### src/rtl/cfgconv_pkg.sv
package cfgconv_pkg;
  parameter int ADDR_W      = 32;
  parameter int BUS_W       = 8;
  parameter int DEV_W       = 5;
  parameter int FUNC_W      = 3;
  parameter int REG_W       = 6;
  parameter int NUM_SLOTS   = 16;
  parameter int IDSEL_LSB   = 16;
  parameter int SLOT_W      = $clog2(NUM_SLOTS);
  parameter int REDIRECT_SLOT = NUM_SLOTS - 1;
  parameter logic [NUM_SLOTS-1:0] HIDEABLE_SET = 16'h22F2;

  parameter int REG_LSB  = 2;
  parameter int FUNC_LSB = REG_LSB + REG_W;
  parameter int DEV_LSB  = FUNC_LSB + FUNC_W;
  parameter int BUS_LSB  = DEV_LSB + DEV_W;

  typedef struct packed {
    logic                load;
    logic                toType0;
    logic                idselEn;
    logic [SLOT_W-1:0]   slot;
  } ctrlStrobeT;
endpackage

### src/rtl/cfgconv_mask.sv
module cfgconv_mask
  import cfgconv_pkg::*;
(
  input  logic                 clk,
  input  logic                 rstN,
  input  logic [NUM_SLOTS-1:0] strapIn,
  output logic [NUM_SLOTS-1:0] maskOut
);
  logic [NUM_SLOTS-1:0] maskQ;
  logic [NUM_SLOTS-1:0] strapFilt;

  for (genvar i = 0; i < NUM_SLOTS; i++) begin : g_filt
    if (HIDEABLE_SET[i]) begin : g_keep
      assign strapFilt[i] = strapIn[i];
    end else begin : g_zero
      assign strapFilt[i] = 1'b0;
    end
  end

  always_ff @(posedge clk) begin
    if (!rstN) maskQ <= strapFilt;
  end

  assign maskOut = maskQ;
endmodule

### src/rtl/cfgconv_ctrl.sv
module cfgconv_ctrl
  import cfgconv_pkg::*;
(
  input  logic                 reqValid,
  input  logic [BUS_W-1:0]     busNum,
  input  logic [DEV_W-1:0]     devNum,
  input  logic [BUS_W-1:0]     secBusNum,
  input  logic [NUM_SLOTS-1:0] hideMask,
  output ctrlStrobeT           strobe
);
  localparam int HI_W = DEV_W - SLOT_W;

  logic              isLocal;
  logic              inSlotRange;
  logic [SLOT_W-1:0] devSlot;
  logic              isHidden;

  assign isLocal     = (busNum == secBusNum);
  assign inSlotRange = (devNum[DEV_W-1 -: HI_W] == '0);
  assign devSlot     = devNum[SLOT_W-1:0];
  assign isHidden    = inSlotRange && hideMask[devSlot];

  always_comb begin
    strobe.load    = reqValid;
    strobe.toType0 = isLocal;
    strobe.idselEn = isLocal && inSlotRange;
    strobe.slot    = isHidden ? SLOT_W'(REDIRECT_SLOT) : devSlot;
  end
endmodule

### src/rtl/cfgconv_dpath.sv
module cfgconv_dpath
  import cfgconv_pkg::*;
(
  input  logic              clk,
  input  logic              rstN,
  input  ctrlStrobeT        strobe,
  input  logic [BUS_W-1:0]  busNum,
  input  logic [DEV_W-1:0]  devNum,
  input  logic [FUNC_W-1:0] funcNum,
  input  logic [REG_W-1:0]  regNum,
  output logic              outValid,
  output logic              outIsType0,
  output logic [ADDR_W-1:0] outAddr
);
  logic [NUM_SLOTS-1:0] idselVec;
  logic [ADDR_W-1:0]    type0Word;
  logic [ADDR_W-1:0]    type1Word;
  logic [ADDR_W-1:0]    nextWord;

  for (genvar s = 0; s < NUM_SLOTS; s++) begin : g_idsel
    assign idselVec[s] = strobe.idselEn && (strobe.slot == SLOT_W'(s));
  end

  always_comb begin
    type0Word = '0;
    type0Word[IDSEL_LSB +: NUM_SLOTS] = idselVec;
    type0Word[FUNC_LSB +: FUNC_W]     = funcNum;
    type0Word[REG_LSB +: REG_W]       = regNum;

    type1Word = '0;
    type1Word[BUS_LSB +: BUS_W]   = busNum;
    type1Word[DEV_LSB +: DEV_W]   = devNum;
    type1Word[FUNC_LSB +: FUNC_W] = funcNum;
    type1Word[REG_LSB +: REG_W]   = regNum;
    type1Word[1:0]                = 2'b01;

    nextWord = strobe.toType0 ? type0Word : type1Word;
  end

  always_ff @(posedge clk) begin
    if (!rstN) begin
      outValid   <= 1'b0;
      outIsType0 <= 1'b0;
      outAddr    <= '0;
    end else begin
      outValid <= strobe.load;
      if (strobe.load) begin
        outIsType0 <= strobe.toType0;
        outAddr    <= nextWord;
      end
    end
  end
endmodule

### src/rtl/cfg_type_convert.sv
module cfg_type_convert
  import cfgconv_pkg::*;
(
  input  logic                 clk,
  input  logic                 rstN,
  input  logic                 reqValid,
  input  logic [BUS_W-1:0]     busNum,
  input  logic [DEV_W-1:0]     devNum,
  input  logic [FUNC_W-1:0]    funcNum,
  input  logic [REG_W-1:0]     regNum,
  input  logic [BUS_W-1:0]     secBusNum,
  input  logic [NUM_SLOTS-1:0] maskStrap,
  output logic [NUM_SLOTS-1:0] privMask,
  output logic                 outValid,
  output logic                 outIsType0,
  output logic [ADDR_W-1:0]    outAddr
);
  ctrlStrobeT strobe;

  cfgconv_mask u_mask (
    .clk     (clk),
    .rstN    (rstN),
    .strapIn (maskStrap),
    .maskOut (privMask)
  );

  cfgconv_ctrl u_ctrl (
    .reqValid  (reqValid),
    .busNum    (busNum),
    .devNum    (devNum),
    .secBusNum (secBusNum),
    .hideMask  (privMask),
    .strobe    (strobe)
  );

  cfgconv_dpath u_dpath (
    .clk        (clk),
    .rstN       (rstN),
    .strobe     (strobe),
    .busNum     (busNum),
    .devNum     (devNum),
    .funcNum    (funcNum),
    .regNum     (regNum),
    .outValid   (outValid),
    .outIsType0 (outIsType0),
    .outAddr    (outAddr)
  );
endmodule

### config.mk
export PLATFORM = sky130hd
export DESIGN_NAME = cfg_type_convert
export DESIGN_NICKNAME = d
export VERILOG_FILES = /design/src/rtl/cfgconv_pkg.sv /design/src/rtl/cfgconv_mask.sv /design/src/rtl/cfgconv_ctrl.sv /design/src/rtl/cfgconv_dpath.sv /design/src/rtl/cfg_type_convert.sv
export SDC_FILE = /design/constraint.sdc
export NUM_CORES = 1
export LEC_CHECK = 0
export CAP_MARGIN = 20
export CORE_UTILIZATION = 35
export DETAILED_ROUTE_END_ITERATION = 10
export GPL_ROUTABILITY_DRIVEN = 0
export GPL_TIMING_DRIVEN = 1
export HOLD_SLACK_MARGIN = 0.08
export PLACE_DENSITY = 0.72
export SYNTH_ARGS = -nofsm -noshare
export SYNTH_HDL_FRONTEND = slang
export SYNTH_HIERARCHICAL = 1
export SYNTH_SLANG_ARGS = --single-unit
export TNS_END_PERCENT = 10
### constraint.sdc
create_clock -name clk -period 2.35 [get_ports clk]
set_input_delay 0.47 -clock clk [delete_from_list [all_inputs] [get_ports clk]]
set_output_delay 0.47 -clock clk [all_outputs]
set_load 0.02 [all_outputs]
Word level (Yosys, flattened, before mapping):

Cells that the tools add are included.

* output and inout bits: 50
* bits of input ports: 49
* word-level logic and storage cells: 45
* register bits after elaboration: 41

* reductions and logical operators: 19
* bitwise operators: 1
* $lt $le $gt $ge: 1
* multiplexer cells: 4
* eq/ne operators: 16

Operators by type and width (count)
* $eq A4 B4 Y1 const B: 8
* $mux W32: 1
* $logic_and A1 B1 Y1: 18
* $eq A4 B3 Y1 const B: 4
* $eq A4 B2 Y1 const B: 2
* $eq A8 B8 Y1: 1
* $lt A4 B5 Y1 const B: 1
* $bmux W1 S4: 1
* $eq A4 B1 Y1 const B: 1
* $logic_not A4 Y1: 1
* $mux W4: 1
* $mux W1: 1
* $not A1 Y1: 1

Longest topological paths before layout:

Gate-level depths: netlist (run 1).

* depth after elaboration: 7
* depth in mapped cells: 9
* gate-level depth less buffers: 7

Modules after synthesis:

Netlist (run 1), hierarchy kept.

By module, submodules not included
* cfgconv_dpath: sequential area each 660.6 um^2, area an instance 1416.4 um^2, cells an instance 151, instances 1
* cfgconv_ctrl: sequential area each 0.0 um^2, area an instance 306.5 um^2, cells an instance 34, instances 1
* cfgconv_mask: sequential area each 210.2 um^2, area an instance 285.3 um^2, cells an instance 18, instances 1

Least setup slack after synthesis (run 1):

No wires, ideal clock.

* kind: input port to flip-flop
* start: input devNum[0]
* end: register u_dpath.outAddr[22]
* setup time: 70 ps
* buffers on the path: 2
* data required time: 2280 ps
* stages: 9
* slack: 108 ps
* arrival: 2172 ps
* cells stage by stage: buf_6 > mux4_2 > nand2b_1 > nand3_2 > nand2b_1 > and4b_1 > buf_4 > or3b_1 > a21boi_1

RTL lines
* start, declared: line cfg_type_convert.sv:8 `input logic [DEV_W-1:0] devNum,`
* end signal, assigned: line cfgconv_dpath.sv:49 `outAddr <= nextWord;`
* end, declared: line cfgconv_dpath.sv:13 `output logic [ADDR_W-1:0] outAddr`

==> flow_summary_export.csv, run 1 <==
group,metric,value,unit
outcome,status,"finished clean",
sta,period_needed,2.17,ns
worst_setup_path,crit_buf_inv,2,
yosys,synth_cell_types,36,
sta,whs,0.530,ns
worst_hold_path,min-delay-start,"u_dpath/outAddr[6]",
clocking,tritoncts,"built",
sta,max_freq,461,MHz
power_and_ir_drop,power_density,551,mW/mm^2
power_and_ir_drop,peakVddDrop,416,uV
die,fp.dieArea,0.00604,sq mm
detailed_routing,vias,1682,
yosys,synth_async_sr_flop_share,0,%
detailed_routing,drt_first_pass_iters,4,
detailed_routing,post-route-drc-count,0,
clocking,h-tree-depth,2,
worst_setup_path,reg2reg_depth,9,
clocking,clock_latency,0.29,ns
yosys,netlist_area,0.00201,sq mm
worst_setup_path,crit_slowest_cell,"clkdlybuf4s50_1",
die,std_cell_rows,27,
finish,layout-drive-gt1-share,12.9,%
finish,finalNetCount,342,
worst_setup_path,timing.rr.end,"u_dpath/outAddr[16]",
global_routing,antenna_found_initial,0,
worst_setup_path,cp-start-kind,"primary input",
detailed_routing,drt_iter0_drc,92,
finish,multi_input_area,0.00101,sq mm
sta,slew_headroom,60.5,%
die,io_pins,99,
power_and_ir_drop,p_leak,1.18,nW
die,core_area,0.00551,sq mm
die,dieHeight,77.7,um
worst_hold_path,whs_path_depth,2,
die,die_w,77.7,um
power_and_ir_drop,pwr-share-clk,33.8,%
clocking,clock-root-buffer,"clkbuf_8",
sta,slew_violations,0,
place,port_buffers,79,
yosys,yosysWarnings,6,
worst_setup_path,crit_type,"primary input to flip-flop",
yosys,synth_edf_count,7,
worst_setup_path,path_cells,"clkdlybuf4s50_1, and2b_1, a22oi_1, nand4b_2, nand3b_1, buf_4, nand2_1, or3b_1, a21boi_1",
global_routing,track_usage,16.3,%
finish,layout.cells.non_filler,366,
sta,skew,0.00465,ns
finish,fin_util,55.6,%
global_routing,grt_pass1_vias,1650,
sta,rsz0062_at_grt,"no",
finish,syn2layout_area_growth,52.6,%
clocking,cts_buffer_depth,2,
detailed_routing,detail_route.wirelength,4770,um
yosys,ys_seq_elements,40,
die,start_util,36.5,%
worst_setup_path,slowest_delay,0.46,ns
worst_setup_path,end_kind,"flip-flop",
clocking,cts_buffers,5,
worst_setup_path,r2r_slack,0.29,ns
sta,worst-slew-pin-transition,0.590,ns
detailed_routing,ant_nets,0,
finish,seq_area,871,sq um
yosys,synth_ff_type,"dfxtp_1",
clocking,path_clk_slew,0.08,ns
power_and_ir_drop,seqPwrFrac,44.2,%
yosys,syn_inst,203,
global_routing,grt_max_degree,34,
worst_setup_path,r2r_start,"u_mask/maskOut[7]",
global_routing,grt_remaining_overflow,0,
job,maxCapViolations,0,
detailed_routing,avgRoutedWirePerCell,13.0,um
worst_setup_path,cp_max_fo,3,
sta,setup_viol,0,
detailed_routing,avgViaCountPerCell,4.60,
yosys,seq_area_frac_synth,43.4,%
sta,hold_violations,0,
worst_hold_path,worstHoldEndpoint,"u_dpath/outAddr[6]",
yosys,postSynthAreaPerCell,9.89,sq um
worst_setup_path,worstPathArrival,2.39,ns
power_and_ir_drop,p_sw,0.434,mW
place,dp_hpwl,3530,um
power_and_ir_drop,swShare,25.7,%
place,dp.cells,356,
global_routing,grt_pass1_wl,7760,um
power_and_ir_drop,p_int,1.25,mW
worst_setup_path,critical_path.top_delay_family,"simple AND/OR/NAND/NOR gates",
power_and_ir_drop,pwr-share-comb,22.0,%
finish,fillers,511,
worst_hold_path,hold_class,"flip-flop to flip-flop",
worst_setup_path,required,2.57,ns
sta,period_share,92.4,%
finish,diodes,0,
clocking,cts.sink_count,40,
[registers in the layout (all words and copies together), names as in the netlist]
signal	cells
u_dpath/outIsType0	1
u_dpath/outAddr	31
u_dpath/outValid	1
u_mask/maskOut	7
[Yosys cell counts (2+ instances only)]
cell type / instances / area (sq um)
nand2b_1: 3 / 18.8
nand3b_1: 7 / 52.6
inv_1: 5 / 18.8
a21boi_0: 7 / 52.6
nand2_1: 2 / 7.51
buf_2: 4 / 20.0
xnor2_1: 8 / 70.1
buf_4: 14 / 105
edfxtp_1: 7 / 210
and2_1: 5 / 31.3
nand3_1: 3 / 15.0
a22oi_1: 2 / 15.0
nor2_1: 4 / 15.0
a21oi_1: 13 / 65.1
o22ai_1: 3 / 18.8
mux2i_1: 14 / 140
nor2b_1: 35 / 219
conb_1: 2 / 7.51
and2b_1: 2 / 15.0
dfxtp_1: 33 / 661
mux4_2: 2 / 45.0
nand4_1: 4 / 25.0
o21a_1: 5 / 37.5
nor3b_1: 2 / 15.0
clkbuf_1: 6 / 22.5
[how the worst max path moves through the flow]
stage / startpoint / end / cells past startpoint
after floorplan: devNum[0] / u_dpath/outAddr[22] / 9
after global placement: devNum[0] / u_dpath/outAddr[24] / 8
after detailed placement: devNum[0] / u_dpath/outAddr[25] / 8
after CTS: devNum[0] / u_dpath/outAddr[22] / 10
after global routing: devNum[1] / u_dpath/outAddr[22] / 9
final: devNum[1] / u_dpath/outAddr[22] / 9
[power groups by stage]
stage               clock [mW]  combinational, mW  sequential, mW
floorplan                    0              0.154           0.803
global placement             0              0.360           0.761
detailed placement           0              0.363           0.762
CTS                      0.588              0.366           0.747
global route             0.615              0.400           0.750
finish                   0.570              0.372           0.746
[layout make-up]
class                      instances  share of cell area (%)
inverter                           5                   0.612
multi-input combinational        141                    33.0
tap                               72                    2.94
clock inverter                     3                    1.47
timing repair buffer             100                    31.4
clock buffer                       5                    2.25
sequential                        40                    28.4
[worst register-to-register path, cell delays in order, from the launching register on]
cell and delay, ns:
edfxtp_1 0.39, mux4_2 0.48, nand2b_1 0.17, nand3_2 0.09, nand3b_1 0.15, buf_4 0.18
buf_4 0.13, nor2_1 0.14, nand3b_1 0.08, a21boi_0 0.17
[cells by family after synthesis]
kind of cell | Yosys count | share of synthesized area (%)
AO/OA/AOI/OAI | 32 | 10.2
XOR/XNOR | 8 | 3.49
buffers and inverters | 30 | 8.85
flip-flops | 40 | 43.4
multiplexers | 16 | 9.22
other | 2 | 0.374
AND/OR/NAND/NOR | 75 | 24.5
[layout by cell type (no fill, tap or decap), types with 7 or more instances in the layout]
| master | count |
|---|---|
| buf_4 | 19 |
| conb_1 | 10 |
| dfxtp_1 | 33 |
| nor2b_1 | 34 |
| nand3b_1 | 7 |
| edfxtp_1 | 7 |
| a21oi_1 | 13 |
| mux2i_1 | 14 |
| clkdlybuf4s50_1 | 77 |
| a21boi_0 | 7 |
| xnor2_1 | 8 |
[metrics by stage]
stage	power, mW	worst slack, ns	TNS (ns)	cell area (sq um)
floorplan	0.957	0.108	0	2040
global placement	1.12	-0.315	-4.79	2900
detailed placement	1.13	-0.331	-5.26	2900
CTS	1.70	-0.0244	-0.0551	3030
global route	1.77	0.0401	0	3060
finish	1.69	0.179	0	3060
[routing by layer]
layer,track usage [%],up-vias,wire length [um]
met5,0,-,0
met4,6.42,0,65
met3,3.53,5,271
met2,28.5,44,2390
met1,19.4,781,2040
li1,-,852,-
[repair_timing]
item / CTS / global route
pin swaps: 0 / 2
setup buffers: 0 / 2
hold buffers: 0 / 0
resized for setup: 2 / 6
setup endpoints to repair: 5 / 21
Note: power is estimated with default switching activity, not from simulation.
==> run 2: changes to the inputs <==
Settings changed: ABC_CLOCK_PERIOD_IN_PS set to 2350, SKIP_CTS_REPAIR_TIMING set to 1.
==> run 2 against run 1 <==
  * Die area unchanged
  * Flip-flop and latch count is the same
  * Power barely moved
  * Critical endpoint is now u_dpath/outAddr[28]
  * Largest power group unchanged
==> flow_summary_export.csv, run 2 (synthesis gave the netlist of run 1 again) <==
group,metric,value,unit
clocking,h-tree-depth,2,
die,core_area,0.00551,sq mm
finish,layout_common_cells,"77 x clkdlybuf4s50_1, 34 x nor2b_1, 33 x dfxtp_1",
die,die_w,77.7,um
worst_setup_path,slowest_delay,0.46,ns
finish,layout.cells.non_filler,366,
finish,diodes,0,
sta,period_needed,2.19,ns
worst_setup_path,cp_max_fo,3,
place,dp.cells,356,
place,placedInstanceArea,0.00290,sq mm
sta,slew_headroom,60.5,%
worst_hold_path,hold_class,"flip-flop to flip-flop",
clocking,clock_latency,0.29,ns
worst_setup_path,end_kind,"flip-flop",
finish,layout_commonest_cell,"clkdlybuf4s50_1",
finish,top_register,"u_dpath/outAddr",
place,pre_cts_ws,-0.331,ns
finish,fillers,511,
worst_setup_path,crit_type,"primary input to flip-flop",
sta,setup_viol,0,
sta,skew,0.00467,ns
sta,setup_slack,0.160,ns
outcome,status,"finished clean",
global_routing,grt_pass1_vias,1633,
sta,fin_tns_setup,0,ns
clocking,tritoncts,"built",
finish,layout-drive-gt1-share,12.9,%
clocking,clock-root-buffer,"clkbuf_8",
place,dp_hpwl,3530,um
clocking,cts.sink_count,40,
detailed_routing,ant_nets,0,
global_routing,grt_max_degree,34,
worst_setup_path,cp-start-kind,"primary input",
detailed_routing,post-route-drc-count,0,
finish,largest_reg_flops,31,
worst_setup_path,crit_slowest_cell,"clkdlybuf4s50_1",
detailed_routing,drt_first_pass_iters,4,
die,fp.dieArea,0.00604,sq mm
power_and_ir_drop,peakVddDrop,417,uV
detailed_routing,drt_iter0_drc,96,
finish,stdcell_area,0.00306,sq mm
place,port_buffers,79,
sta,rsz0062_at_grt,"no",
clocking,cts_buffers,5,
power_and_ir_drop,p_leak,1.18,nW
detailed_routing,avgViaCountPerCell,4.58,
global_routing,antenna_found_initial,0,
sta,hold_violations,0,
die,std_cell_rows,27,
sta,worst-slew-pin-transition,0.589,ns
detailed_routing,avgRoutedWirePerCell,13.1,um
die,dieHeight,77.7,um
sta,slew_violations,0,
job,maxCapViolations,0,
worst_setup_path,path_cells,"clkdlybuf4s50_1, and2b_1, a22oi_1, nand4b_2, nand3b_1, buf_4, nor2b_1, nor3b_1, o21a_1",
worst_setup_path,crit_buf_inv,2,
die,io_pins,99,
worst_setup_path,required,2.58,ns
global_routing,track_usage,16.2,%
die,start_util,36.5,%
detailed_routing,vias,1678,
clocking,cts_buffer_depth,2,
detailed_routing,detail_route.wirelength,4780,um
power_and_ir_drop,power.total,1.69,mW
global_routing,grt_remaining_overflow,0,
clocking,path_clk_slew,0.08,ns
finish,finalNetCount,342,
global_routing,grt_pass1_wl,7730,um
finish,syn2layout_area_growth,52.6,%
power_and_ir_drop,power_density,551,mW/mm^2
sta,max_freq,457,MHz
sta,period_share,93.2,%
worst_setup_path,critical_path.top_delay_family,"simple AND/OR/NAND/NOR gates",
worst_setup_path,worstPathArrival,2.42,ns
run 2: cell counts in the layout (fill, tap and decap cells not counted):
Identical to the previous run, type by type.
run 2: final timing paths:
check | startpoint | to | slack (ns) | depth (start not counted)
worst max-delay path | devNum[1] | u_dpath/outAddr[28] | 0.16 | 9
worst min-delay path | u_dpath/outAddr[6] | u_dpath/outAddr[6] | 0.53 | 2
worst max register to register | u_mask/maskOut[7] | u_dpath/outAddr[16] | 0.28 | 9
worst min register to register | u_dpath/outAddr[6] | u_dpath/outAddr[6] | 0.53 | 2
run 2: layer usage:
metal  part of all wire, %  routed length [um]  GRT usage [%]  vias up
met1                    43                2060           19.1      778
li1                      -                   -              -      851
met3                   5.7                 271           3.53        5
met2                    50                2390           28.5       44
met5                     0                   0              0        -
met4                   1.4                  65           6.42        0
run 2: worst reg2reg max path: stages, from the launching register on:
cell	delay [ns]
edfxtp_1	0.39
mux4_2	0.48
nand2b_1	0.17
nand3_2	0.09
nand3b_1	0.15
buf_4	0.18
buf_4	0.13
nor2_1	0.14
nand3b_1	0.08
a21boi_0	0.18
run 2: cell type report:
cell class	count	area, sq um	area share, %
clock buffer	5	68.8	2.25
multi-input combinational	141	1010	33.0
inverter	5	18.8	0.612
timing repair buffer	100	961	31.4
clock inverter	3	45.0	1.47
tap	72	90.1	2.94
sequential	40	871	28.4
run 2: metrics by stage:
step	utilization, %	hold slack, ns
final	55.6	0.530
after global routing	55.6	0.564
after CTS	54.8	0.533
after detailed placement	52.7	0.511
after global placement	52.7	0.500
after floorplan	-	0.569
run 2: where the power goes:
part | switching (mW) | leakage [nW] | total (mW) | internal, mW
combinational | 0.169 | 0.780 | 0.372 | 0.203
clock | 0.250 | 0.0591 | 0.571 | 0.321
sequential | 0.0151 | 0.339 | 0.746 | 0.731
